File: src/rtl/kwdt_pkg.sv
`timescale 1ns/1ps
package kwdt_pkg;
   localparam int unsigned OFF_KEY  = 'h00;
   localparam int unsigned OFF_PRE  = 'h04;
   localparam int unsigned OFF_RLD  = 'h08;
   localparam int unsigned OFF_STAT = 'h0C;
   localparam int unsigned OFF_WIN  = 'h10;

   localparam int unsigned KEY_W = 16;
   localparam logic [KEY_W-1:0] KEY_OPEN  = 16'h5555;
   localparam logic [KEY_W-1:0] KEY_START = 16'hCCCC;
   localparam logic [KEY_W-1:0] KEY_FEED  = 16'hAAAA;

   // Highest prescaler code with its own ratio; larger codes saturate.
   localparam int unsigned DIV_CODE_MAX = 6;
   // Smallest divide ratio, as a power of two.
   localparam int unsigned DIV_BASE_LOG = 2;

   typedef enum logic [1:0] {
      CMD_NONE  = 2'd0,
      CMD_START = 2'd1,
      CMD_FEED  = 2'd2
   } kwdt_cmd_e;
endpackage

File: src/rtl/kwdt_keydec.sv
`timescale 1ns/1ps
module kwdt_keydec
   import kwdt_pkg::*;
#(
   parameter int unsigned ADDR_W = 5,
   parameter int unsigned DATA_W = 16
) (
   input  logic              clk,
   input  logic              rst_n,
   input  logic              wr_en,
   input  logic [ADDR_W-1:0] addr,
   input  logic [DATA_W-1:0] wr_data,
   output logic              unlocked,
   output kwdt_cmd_e         cmd
);
   logic              key_wr;
   logic [KEY_W-1:0]  key_val;

   assign key_wr  = wr_en && (addr == ADDR_W'(OFF_KEY));
   assign key_val = wr_data[KEY_W-1:0];

   always_comb begin
      cmd = CMD_NONE;
      if (key_wr) begin
         if (key_val == KEY_START)
            cmd = CMD_START;
         else if (key_val == KEY_FEED)
            cmd = CMD_FEED;
      end
   end

   // Unlock is granted by one key value and dropped by every other one.
   always_ff @(posedge clk) begin
      if (!rst_n)
         unlocked <= 1'b0;
      else if (key_wr)
         unlocked <= (key_val == KEY_OPEN);
   end
endmodule

File: src/rtl/kwdt_shadow.sv
`timescale 1ns/1ps
module kwdt_shadow #(
   parameter int unsigned      W          = 12,
   parameter logic [W-1:0]     RST_VAL    = '1,
   parameter int unsigned      SYNC_TICKS = 4
) (
   input  logic         clk,
   input  logic         rst_n,
   input  logic         tick_en,
   input  logic         load,
   input  logic [W-1:0] din,
   output logic [W-1:0] pending,
   output logic [W-1:0] active,
   output logic         busy
);
   localparam int unsigned CW = $clog2(SYNC_TICKS + 1);
   localparam logic [CW-1:0] LAST = CW'(SYNC_TICKS - 1);

   logic [CW-1:0] sync_cnt;

   always_ff @(posedge clk) begin
      if (!rst_n) begin
         pending  <= RST_VAL;
         active   <= RST_VAL;
         busy     <= 1'b0;
         sync_cnt <= '0;
      end else if (load) begin
         pending  <= din;
         busy     <= 1'b1;
         sync_cnt <= '0;
      end else if (busy && tick_en) begin
         if (sync_cnt == LAST) begin
            busy   <= 1'b0;
            active <= pending;
         end else begin
            sync_cnt <= sync_cnt + 1'b1;
         end
      end
   end
endmodule

File: src/rtl/kwdt_core.sv
`timescale 1ns/1ps
module kwdt_core
   import kwdt_pkg::*;
#(
   parameter int unsigned RLD_W = 12,
   parameter int unsigned PRE_W = 3
) (
   input  logic             clk,
   input  logic             rst_n,
   input  logic             tick_en,
   input  kwdt_cmd_e        cmd,
   input  logic [PRE_W-1:0] pre_code,
   input  logic [RLD_W-1:0] reload,
   input  logic [RLD_W-1:0] window,
   output logic             running,
   output logic             rst_req
);
   localparam int unsigned PCW = DIV_CODE_MAX + DIV_BASE_LOG;
   localparam logic [PRE_W-1:0] CODE_TOP = PRE_W'(DIV_CODE_MAX);

   logic [PRE_W-1:0] code_eff;
   logic [PCW:0]     div_full;
   logic [PCW-1:0]   div_last;
   logic [PCW-1:0]   pre_cnt;
   logic [RLD_W-1:0] count;
   logic             pre_wrap;

   assign code_eff = (pre_code > CODE_TOP) ? CODE_TOP : pre_code;
   assign div_full = (PCW+1)'(1 << DIV_BASE_LOG) << code_eff;
   assign div_last = PCW'(div_full - 1'b1);
   assign pre_wrap = (pre_cnt >= div_last);

   always_ff @(posedge clk) begin
      if (!rst_n) begin
         running <= 1'b0;
         count   <= '0;
         pre_cnt <= '0;
         rst_req <= 1'b0;
      end else begin
         rst_req <= 1'b0;
         if (cmd == CMD_START && !running) begin
            running <= 1'b1;
            count   <= reload;
            pre_cnt <= '0;
         end else if (cmd == CMD_FEED && running) begin
            count   <= reload;
            pre_cnt <= '0;
            if (count > window)
               rst_req <= 1'b1;
         end else if (running && tick_en) begin
            if (pre_wrap) begin
               pre_cnt <= '0;
               if (count == '0) begin
                  rst_req <= 1'b1;
                  count   <= reload;
               end else begin
                  count <= count - 1'b1;
               end
            end else begin
               pre_cnt <= pre_cnt + 1'b1;
            end
         end
      end
   end
endmodule

File: src/rtl/kwdt_top.sv
`timescale 1ns/1ps
module kwdt_top
   import kwdt_pkg::*;
#(
   parameter int unsigned ADDR_W     = 5,
   parameter int unsigned DATA_W     = 16,
   parameter int unsigned RLD_W      = 12,
   parameter int unsigned PRE_W      = 3,
   parameter int unsigned SYNC_TICKS = 4
) (
   input  logic              clk,
   input  logic              rst_n,
   input  logic              tick_en,
   input  logic              wr_en,
   input  logic [ADDR_W-1:0] addr,
   input  logic [DATA_W-1:0] wr_data,
   output logic [DATA_W-1:0] rd_data,
   output logic              rst_req
);
   generate
      if (DATA_W < KEY_W || DATA_W < RLD_W) begin : g_bad_data_w
         $error("kwdt_top: DATA_W too narrow for key or reload");
      end
      if (PRE_W < 3) begin : g_bad_pre_w
         $error("kwdt_top: PRE_W must hold every divide code");
      end
      if (SYNC_TICKS < 1) begin : g_bad_sync
         $error("kwdt_top: SYNC_TICKS must be at least 1");
      end
      if ((1 << ADDR_W) <= OFF_WIN) begin : g_bad_addr_w
         $error("kwdt_top: ADDR_W cannot reach every register");
      end
   endgenerate

   logic             unlocked;
   kwdt_cmd_e        cmd;
   logic             running;
   logic             pre_load, rld_load, win_load;
   logic [PRE_W-1:0] pre_pending, pre_active;
   logic [RLD_W-1:0] rld_pending, rld_active;
   logic             busy_pre, busy_rld;
   logic [RLD_W-1:0] window;

   kwdt_keydec #(.ADDR_W(ADDR_W), .DATA_W(DATA_W)) u_keydec (
      .clk      (clk),
      .rst_n    (rst_n),
      .wr_en    (wr_en),
      .addr     (addr),
      .wr_data  (wr_data),
      .unlocked (unlocked),
      .cmd      (cmd)
   );

   assign pre_load = wr_en && unlocked && (addr == ADDR_W'(OFF_PRE));
   assign rld_load = wr_en && unlocked && (addr == ADDR_W'(OFF_RLD));
   assign win_load = wr_en && unlocked && (addr == ADDR_W'(OFF_WIN));

   kwdt_shadow #(.W(PRE_W), .RST_VAL('0), .SYNC_TICKS(SYNC_TICKS)) u_pre_sh (
      .clk     (clk),
      .rst_n   (rst_n),
      .tick_en (tick_en),
      .load    (pre_load),
      .din     (wr_data[PRE_W-1:0]),
      .pending (pre_pending),
      .active  (pre_active),
      .busy    (busy_pre)
   );

   kwdt_shadow #(.W(RLD_W), .RST_VAL('1), .SYNC_TICKS(SYNC_TICKS)) u_rld_sh (
      .clk     (clk),
      .rst_n   (rst_n),
      .tick_en (tick_en),
      .load    (rld_load),
      .din     (wr_data[RLD_W-1:0]),
      .pending (rld_pending),
      .active  (rld_active),
      .busy    (busy_rld)
   );

   always_ff @(posedge clk) begin
      if (!rst_n)
         window <= '1;
      else if (win_load)
         window <= wr_data[RLD_W-1:0];
   end

   kwdt_core #(.RLD_W(RLD_W), .PRE_W(PRE_W)) u_core (
      .clk      (clk),
      .rst_n    (rst_n),
      .tick_en  (tick_en),
      .cmd      (cmd),
      .pre_code (pre_active),
      .reload   (rld_active),
      .window   (window),
      .running  (running),
      .rst_req  (rst_req)
   );

   always_comb begin
      rd_data = '0;
      if (addr == ADDR_W'(OFF_PRE))
         rd_data = DATA_W'(pre_pending);
      else if (addr == ADDR_W'(OFF_RLD))
         rd_data = DATA_W'(rld_pending);
      else if (addr == ADDR_W'(OFF_STAT))
         rd_data = DATA_W'({busy_rld, busy_pre});
      else if (addr == ADDR_W'(OFF_WIN))
         rd_data = DATA_W'(window);
   end
endmodule

File: config.mk
export PLATFORM = sky130hd
export DESIGN_NAME = kwdt_top
export DESIGN_NICKNAME = d
export VERILOG_FILES = /design/src/rtl/kwdt_pkg.sv /design/src/rtl/kwdt_keydec.sv /design/src/rtl/kwdt_shadow.sv /design/src/rtl/kwdt_core.sv /design/src/rtl/kwdt_top.sv
export SDC_FILE = /design/constraint.sdc
export NUM_CORES = 1
export LEC_CHECK = 0
export BUFFER_PORTS_ARGS = -buffer_cell sky130_fd_sc_hd__clkbuf_2
export CELL_PAD_IN_SITES_DETAIL_PLACEMENT = 1
export CELL_PAD_IN_SITES_GLOBAL_PLACEMENT = 1
export CORE_ASPECT_RATIO = 1.1
export CORE_MARGIN = 3
export CORE_UTILIZATION = 44
export DETAILED_ROUTE_END_ITERATION = 10
export PLACE_DENSITY_LB_ADDON = 0.1
export SLEW_MARGIN = 20
export SYNTH_ARGS = -nofsm -noshare
export SYNTH_HDL_FRONTEND = slang
export SYNTH_SLANG_ARGS = --single-unit
File: constraint.sdc
create_clock -name clk -period 2.45 [get_ports clk]
set_input_delay 0.1225 -clock clk [delete_from_list [all_inputs] [get_ports clk]]
set_output_delay 0.1225 -clock clk [all_outputs]
set_load 0.1 [all_outputs]
==> metrics.md, run 1 <==
| Metric | Value |
|---|---|
| P_leak | 2.01 nW |
| Final min period | 2.24 ns |
| Multi-input gate area | 0.00225 mm^2 |
| CP Max Fanout | 9 |
| ANT cells | 0 |
| Die Ht | 104 um |
| Core Area | 0.00850 mm^2 |
| Worst Setup SP | u_core.count[0]$_SDFFE_PN0P_ |
| Mean post-synth cell area | 8.20 um^2 |
| DRT Pass-1 Iters | 4 |
| MaxCap Viol Count | 0 |
| First-pass GRT wire length | 18100 um |
| DP Cell Count | 616 |
| Post-Layout Cell Count | 631 |
| FF-to-FF path depth | 8 |
| Yosys warning count | 0 |
| Final Setup Violations | 0 |
| CTS sink count | 73 |
| Vias in the first global route | 3682 |
| Nets | 566 |
| Setup TNS | 0 ns |
| Setup Skew | 0.0119 ns |
| Worst reg2reg path startpoint | u_core.count[0]$_SDFFE_PN0P_ |
| Vias per cell | 5.57 |
| Layout area overhead | 13.3% |
| Std-Cell Rows | 35 |
| Count leader, synth | nand2_1 |
| Power Dens Cells | 495 mW/mm^2 |
| Critical Path End Type | flip-flop |
| Crit path to | u_core.count[8]$_SDFFE_PN0P_ |
| Num CTS Buffers | 9 |
| Layout cells sized above 1 | 0.158 |
| Worst-case clock buffer depth | 2 |
| CP required | 2.72 ns |
| Worst slew pin tran | 0.675 ns |
| Fill cells | 1065 |
| Post-synth EDFFs | 0 |
| Via count | 3515 |
| # H-tree levels | 3 |
| Max Fclk | 0.446 GHz |
| Synth area leaders | dfxtp_1, nand2_1, ha_1 |
| Worst-path clk slew | 0.08 ns |
| Setup CP Type | flip-flop to flip-flop |
| Starting Density | 0.457 |
| Final Util | 0.517 |
| Yosys top cell by area | dfxtp_1 |
| Drt initial violations | 127 |
| CTS tree | done |
| Clk_lat worst skew | 0.35 ns |
| Worst setup SP type | flip-flop |
| Sequential area share after synthesis | 0.377 |
| Fin. Hold Viols | 0 |
| Area share of the largest cell type after synthesis | 0.377 |
| Status | finished, final reports clean |
| Ys async rst share | 0 |
| DRC | 0 |
| Total GRT Usage | 0.230 |
| Cells after synthesis | 473 |
| IR drop worst, VDD | 0.247 mV |
| CTS root buffer | clkbuf_8 |
| Die area | 0.00998 mm^2 |
| Ports | 42 |
| Synth top cells by count | nand2_1, dfxtp_1, nor2_1, nand3_1, ha_1 |
| Fin crit share | 0.916 |
| Pin count of the biggest net entering global routing | 27 |
| Power, Total | 2.18 mW |
| Total grt overflow | 0 |
| Final Max Slew Viols | 0 |
| Area of the mapped netlist | 0.00388 mm^2 |
| HP Class | primary input to flip-flop |
| Worst R2R Setup Slack | 0.21 ns |
| Critical path arrival | 2.51 ns |
| PortBufs | 37 |
| Routability congestion estimate | 0.842 |
| Routed Antenna Nets | 0 |
| Worst reg2reg endpoint | u_core.count[8]$_SDFFE_PN0P_ |
| Max-Slew Margin vs Limit | 0.549 |
| Post-synth cell types | 58 |
| Final wirelength | 10600 um |
| RSZ-0062 raised after global routing | false |
| Number of antenna violations at the first check in global routing | 0 |
| Chip width | 95.5 um |
| Detail Placement HPWL | 8200 um |
| Primary FF master, synth | dfxtp_1 |
| Storage element area | 0.00146 mm^2 |
| Seq cells post-synth | 73 |
| Hold_buf cts | 0 |
| Routed length per instance | 16.9 um |
[state kept, by name, indices dropped and copies added (netlist names), 3 cells and up]
signal	flops
u_rld_sh.active	12
u_rld_sh.pending	12
window	12
u_pre_sh.active	3
u_rld_sh.sync_cnt	3
u_pre_sh.pending	3
u_core.count	12
u_pre_sh.sync_cnt	3
u_core.pre_cnt	8
[worst min path at each step]
stage	depth (start not counted)	slack, ns	endpoint	startpoint
floorplan	2	0.25	window[0]$_SDFFE_PN1P_	wr_data[0]
global placement	3	0.38	u_rld_sh.pending[3]$_SDFFE_PN1P_	wr_data[3]
detailed placement	3	0.39	u_rld_sh.pending[4]$_SDFFE_PN1P_	wr_data[4]
CTS	3	0.03	u_rld_sh.pending[4]$_SDFFE_PN1P_	wr_data[4]
global route	3	0.03	u_rld_sh.pending[4]$_SDFFE_PN1P_	wr_data[4]
finish	3	0.04	u_rld_sh.pending[4]$_SDFFE_PN1P_	wr_data[4]
[metal layers]
metal | up-vias | GRT usage | wire, um
met3 | 12 | 0.0441 | 258
met4 | 0 | 0.0539 | 118
met5 | - | 0 | 0
li1 | 1746 | - | -
met2 | 46 | 0.374 | 5050
met1 | 1711 | 0.313 | 5210
[through the flow]
step	cell area [um^2]	hold WS (ns)	setup slack (ns)
after floorplan	3890	0.246	0.384
after global placement	4220	0.380	0.263
after detailed placement	4220	0.389	0.152
after CTS	4380	0.0253	0.113
after global routing	4390	0.0260	0.0351
final	4390	0.0365	0.206
[layout by cell type, fill, tap and decap left out, types with 4 or more instances in the layout]
master     n
nor3b_1    4
nand3_1   31
ha_1      25
dfxtp_1   72
nor2_1    39
a21o_1     4
a22o_1    10
xor2_1     6
clkbuf_2  37
nand2_1   96
nor3_1     6
mux2i_1   11
nor2b_1   10
o211ai_1  22
clkbuf_8   9
and3_1     4
buf_4     17
inv_1     17
nand4_1    9
nor4bb_1   5
o21a_1     4
o21ai_0   10
a21oi_1   12
conb_1     4
[report_power, final]
part | internal [mW] | switching [mW]
sequential | 1.19 | 0.000000167
clock | 0.360 | 0.457
combinational | 0.0393 | 0.134
[critical path: stages (launching register included)]
cell	delay, ns
dfxtp_1	0.36
inv_1	0.15
ha_1	0.16
or3b_2	0.48
nor3_4	0.29
o211ai_2	0.19
a21boi_4	0.33
nand2_1	0.10
o211ai_1	0.09
[cell type report]
class	instances	share of cell area
repair buffers	54	0.0712
well taps	111	0.0316
clock inverters	5	0.00769
flip-flops and latches	73	0.333
inverters	17	0.0145
multi-input cells	361	0.513
clock buffers	10	0.0290
[what timing repair did]
item	CTS	global route
buffers inserted	0	0
resized for setup	0	3
setup endpoints to repair	0	6
[cells by family after synthesis]
group,share of synthesized area
other,0.000967
flip-flops,0.377
multiplexers,0.0284
AND/OR/NAND/NOR,0.286
adder cells (fa/ha/maj),0.0806
buffers and inverters,0.0474
AO/OA/AOI/OAI,0.159
XOR/XNOR,0.0203
No activity file was read; power rests on OpenSTA's default activity.
==> run 2, diff against run 1 <==
CORE_ASPECT_RATIO = 0.5   (was 1.1)
==> run 2 against run 1 <==
Critical path type unchanged. Maximum frequency is 3.6% higher. Core utilization is 2.7 points higher. Largest cell class unchanged. Highest routed layer unchanged. Flip-flop and latch count stayed put.
==> metrics.md, run 2 (synthesis results as in run 1) <==
| Metric | Value |
|---|---|
| Status | finished, final reports clean (unchanged) |
| Drt initial violations | 190 (was 127) |
| Post-CTS Setup Bufs | 0 (unchanged) |
| Hold path depth | 3 (unchanged) |
| FF-to-FF path depth | 8 (unchanged) |
| Pin count of the biggest net entering global routing | 30 (was 27) |
| Via count | 3557 (was 3515) |
| Power Dens Cells | 567 mW/mm^2 (was 495 mW/mm^2) |
| Routed Antenna Nets | 0 (unchanged) |
| Fin. Hold Viols | 0 (unchanged) |
| Setup Skew | 0.00732 ns (was 0.0119 ns) |
| Die Ht | 72.4 um (was 104 um) |
| Setup CP Type | flip-flop to flip-flop (unchanged) |
| CTS tree | done (unchanged) |
| CP Max Fanout | 17 (was 9) |
| Std-Cell Rows | 23 (was 35) |
| Num CTS Buffers | 9 (unchanged) |
| Core Area | 0.00829 mm^2 (was 0.00850 mm^2) |
| Max-Slew Margin vs Limit | 0.549 (about the same) |
| PortBufs | 37 (unchanged) |
| Hold_ws | 0.0548 ns (was 0.0365 ns) |
| Setup TNS | 0 ns (unchanged) |
| Vias in the first global route | 3522 (was 3682) |
| Layout area overhead | 16.3% (was 13.3%) |
| Starting Density | 0.468 (was 0.457) |
| Final Setup Violations | 0 (unchanged) |
| Most frequent cells in the layout | nand2_1, dfxtp_1, nor2_1 (unchanged) |
| Hold EP | u_rld_sh.pending[4]$_SDFFE_PN1P_ (unchanged) |
| P_leak | 2.07 nW (was 2.01 nW) |
| Worst-path clk slew | 0.05 ns (was 0.08 ns) |
| Routability congestion estimate | 0.836 (was 0.842) |
| Critical Path End Type | flip-flop (unchanged) |
| Layout cells sized above 1 | 0.152 (was 0.158) |
| Nets | 567 (was 566) |
| Number of antenna violations at the first check in global routing | 0 (unchanged) |
| Worst slew pin tran | 0.675 ns (about the same) |
| Worst reg2reg path startpoint | u_pre_sh.active[1]$_SDFFE_PN0P_ (was u_core.count[0]$_SDFFE_PN0P_) |
| Critical path arrival | 2.40 ns (was 2.51 ns) |
| Total grt overflow | 0 (unchanged) |
| Worst reg2reg endpoint | u_core.count[9]$_SDFFE_PN0P_ (was u_core.count[8]$_SDFFE_PN0P_) |
| Worst R2R Setup Slack | 0.28 ns (was 0.21 ns) |
| Detail Placement HPWL | 8600 um (was 8200 um) |
| CTS sink count | 73 (unchanged) |
| Worst setup SP type | flip-flop (unchanged) |
| CTS root buffer | clkbuf_16 (was clkbuf_8) |
| Fin crit share | 0.884 (was 0.916) |
| IR drop worst, VDD | 0.323 mV (was 0.247 mV) |
| Clk_lat worst skew | 0.33 ns (was 0.35 ns) |
| Hold wc startpoint | wr_data[4] (unchanged) |
| Die area | 0.0100 mm^2 (was 0.00998 mm^2) |
| Chip width | 139 um (was 95.5 um) |
| Max Fclk | 0.462 GHz (was 0.446 GHz) |
| CP required | 2.68 ns (was 2.72 ns) |
| Commonest non-fill, non-tap cell in the layout | nand2_1 (unchanged) |
| Vias per cell | 5.63 (was 5.57) |
| DRT Pass-1 Iters | 4 (unchanged) |
| DRC | 0 (unchanged) |
| Final wirelength | 11300 um (was 10600 um) |
| MaxCap Viol Count | 0 (unchanged) |
| HP Class | primary input to flip-flop (unchanged) |
| Final Max Slew Viols | 0 (unchanged) |
| Routed length per instance | 17.9 um (was 16.9 um) |
| Post-cts sizing count | 0 (unchanged) |
| RSZ-0062 raised after global routing | false (unchanged) |
| Final min period | 2.17 ns (was 2.24 ns) |
| First-pass GRT wire length | 18400 um (was 18100 um) |
| Ports | 42 (unchanged) |
| Worst-case clock buffer depth | 2 (unchanged) |
| # H-tree levels | 3 (unchanged) |
| ANT cells | 0 (unchanged) |
| Hold_buf cts | 0 (unchanged) |
| Total GRT Usage | 0.233 (was 0.230) |
==> run 2: stage by stage <==
stage	utilization	total power [mW]	instance area, um^2	cells	setup slack (ns)
global route	0.545	2.65	4510	632	0.0627
finish	0.545	2.56	4510	632	0.284
detailed placement	0.512	1.39	4240	618	0.208
global placement	0.512	1.39	4240	618	0.254
floorplan	-	1.34	3890	476	0.384
CTS	0.544	2.58	4510	632	0.177
==> run 2: where the power goes <==
part / leakage [nW] / switching (mW) / total [mW] / internal [mW]
registers: 0.590 / 0.000000220 / 1.19 / 1.19
logic: 1.35 / 0.135 / 0.174 / 0.0392
clock network: 0.129 / 0.466 / 1.20 / 0.731
total: 2.07 / 0.602 / 2.56 / 1.96
==> run 2: cell type report <==
type                       count  area (um^2)
sequential                    73         1460
timing repair buffer          55          333
tap                          112          140
multi-input combinational    361         2250
clock buffer                  14          264
inverter                      17         63.8
fill                        1017         3770
==> run 2: worst max-delay path by stage <==
| stage | from | cells past startpoint | end |
|---|---|---|---|
| 2_1_floorplan | u_pre_sh.active[2]$_SDFFE_PN0P_ | 9 | u_core.count[0]$_SDFFE_PN0P_ |
| 3_3_place_gp | u_pre_sh.active[2]$_SDFFE_PN0P_ | 8 | u_core.count[9]$_SDFFE_PN0P_ |
| 3_5_place_dp | u_pre_sh.active[2]$_SDFFE_PN0P_ | 8 | u_core.count[9]$_SDFFE_PN0P_ |
| 4_1_cts | u_pre_sh.active[2]$_SDFFE_PN0P_ | 8 | u_core.count[9]$_SDFFE_PN0P_ |
| 5_1_grt | u_pre_sh.active[1]$_SDFFE_PN0P_ | 8 | u_core.count[9]$_SDFFE_PN0P_ |
| 6_report | u_pre_sh.active[1]$_SDFFE_PN0P_ | 8 | u_core.count[9]$_SDFFE_PN0P_ |
==> run 2: worst max-delay path, stage by stage (launching register included) <==
cell,delay (ns)
dfxtp_1,0.40
o21ai_0,0.12
ha_1,0.30
nand4_1,0.10
a21oi_1,0.20
o21ai_1,0.15
buf_12,0.17
or3_4,0.40
o311ai_1,0.23
==> run 2: metal layers <==
metal	track usage	share of wire	up-vias
li1	-	-	1754
met5	0	0	-
met4	0.0499	0.0080	0
met2	0.348	0.42	88
met1	0.345	0.51	1704
met3	0.0546	0.059	11
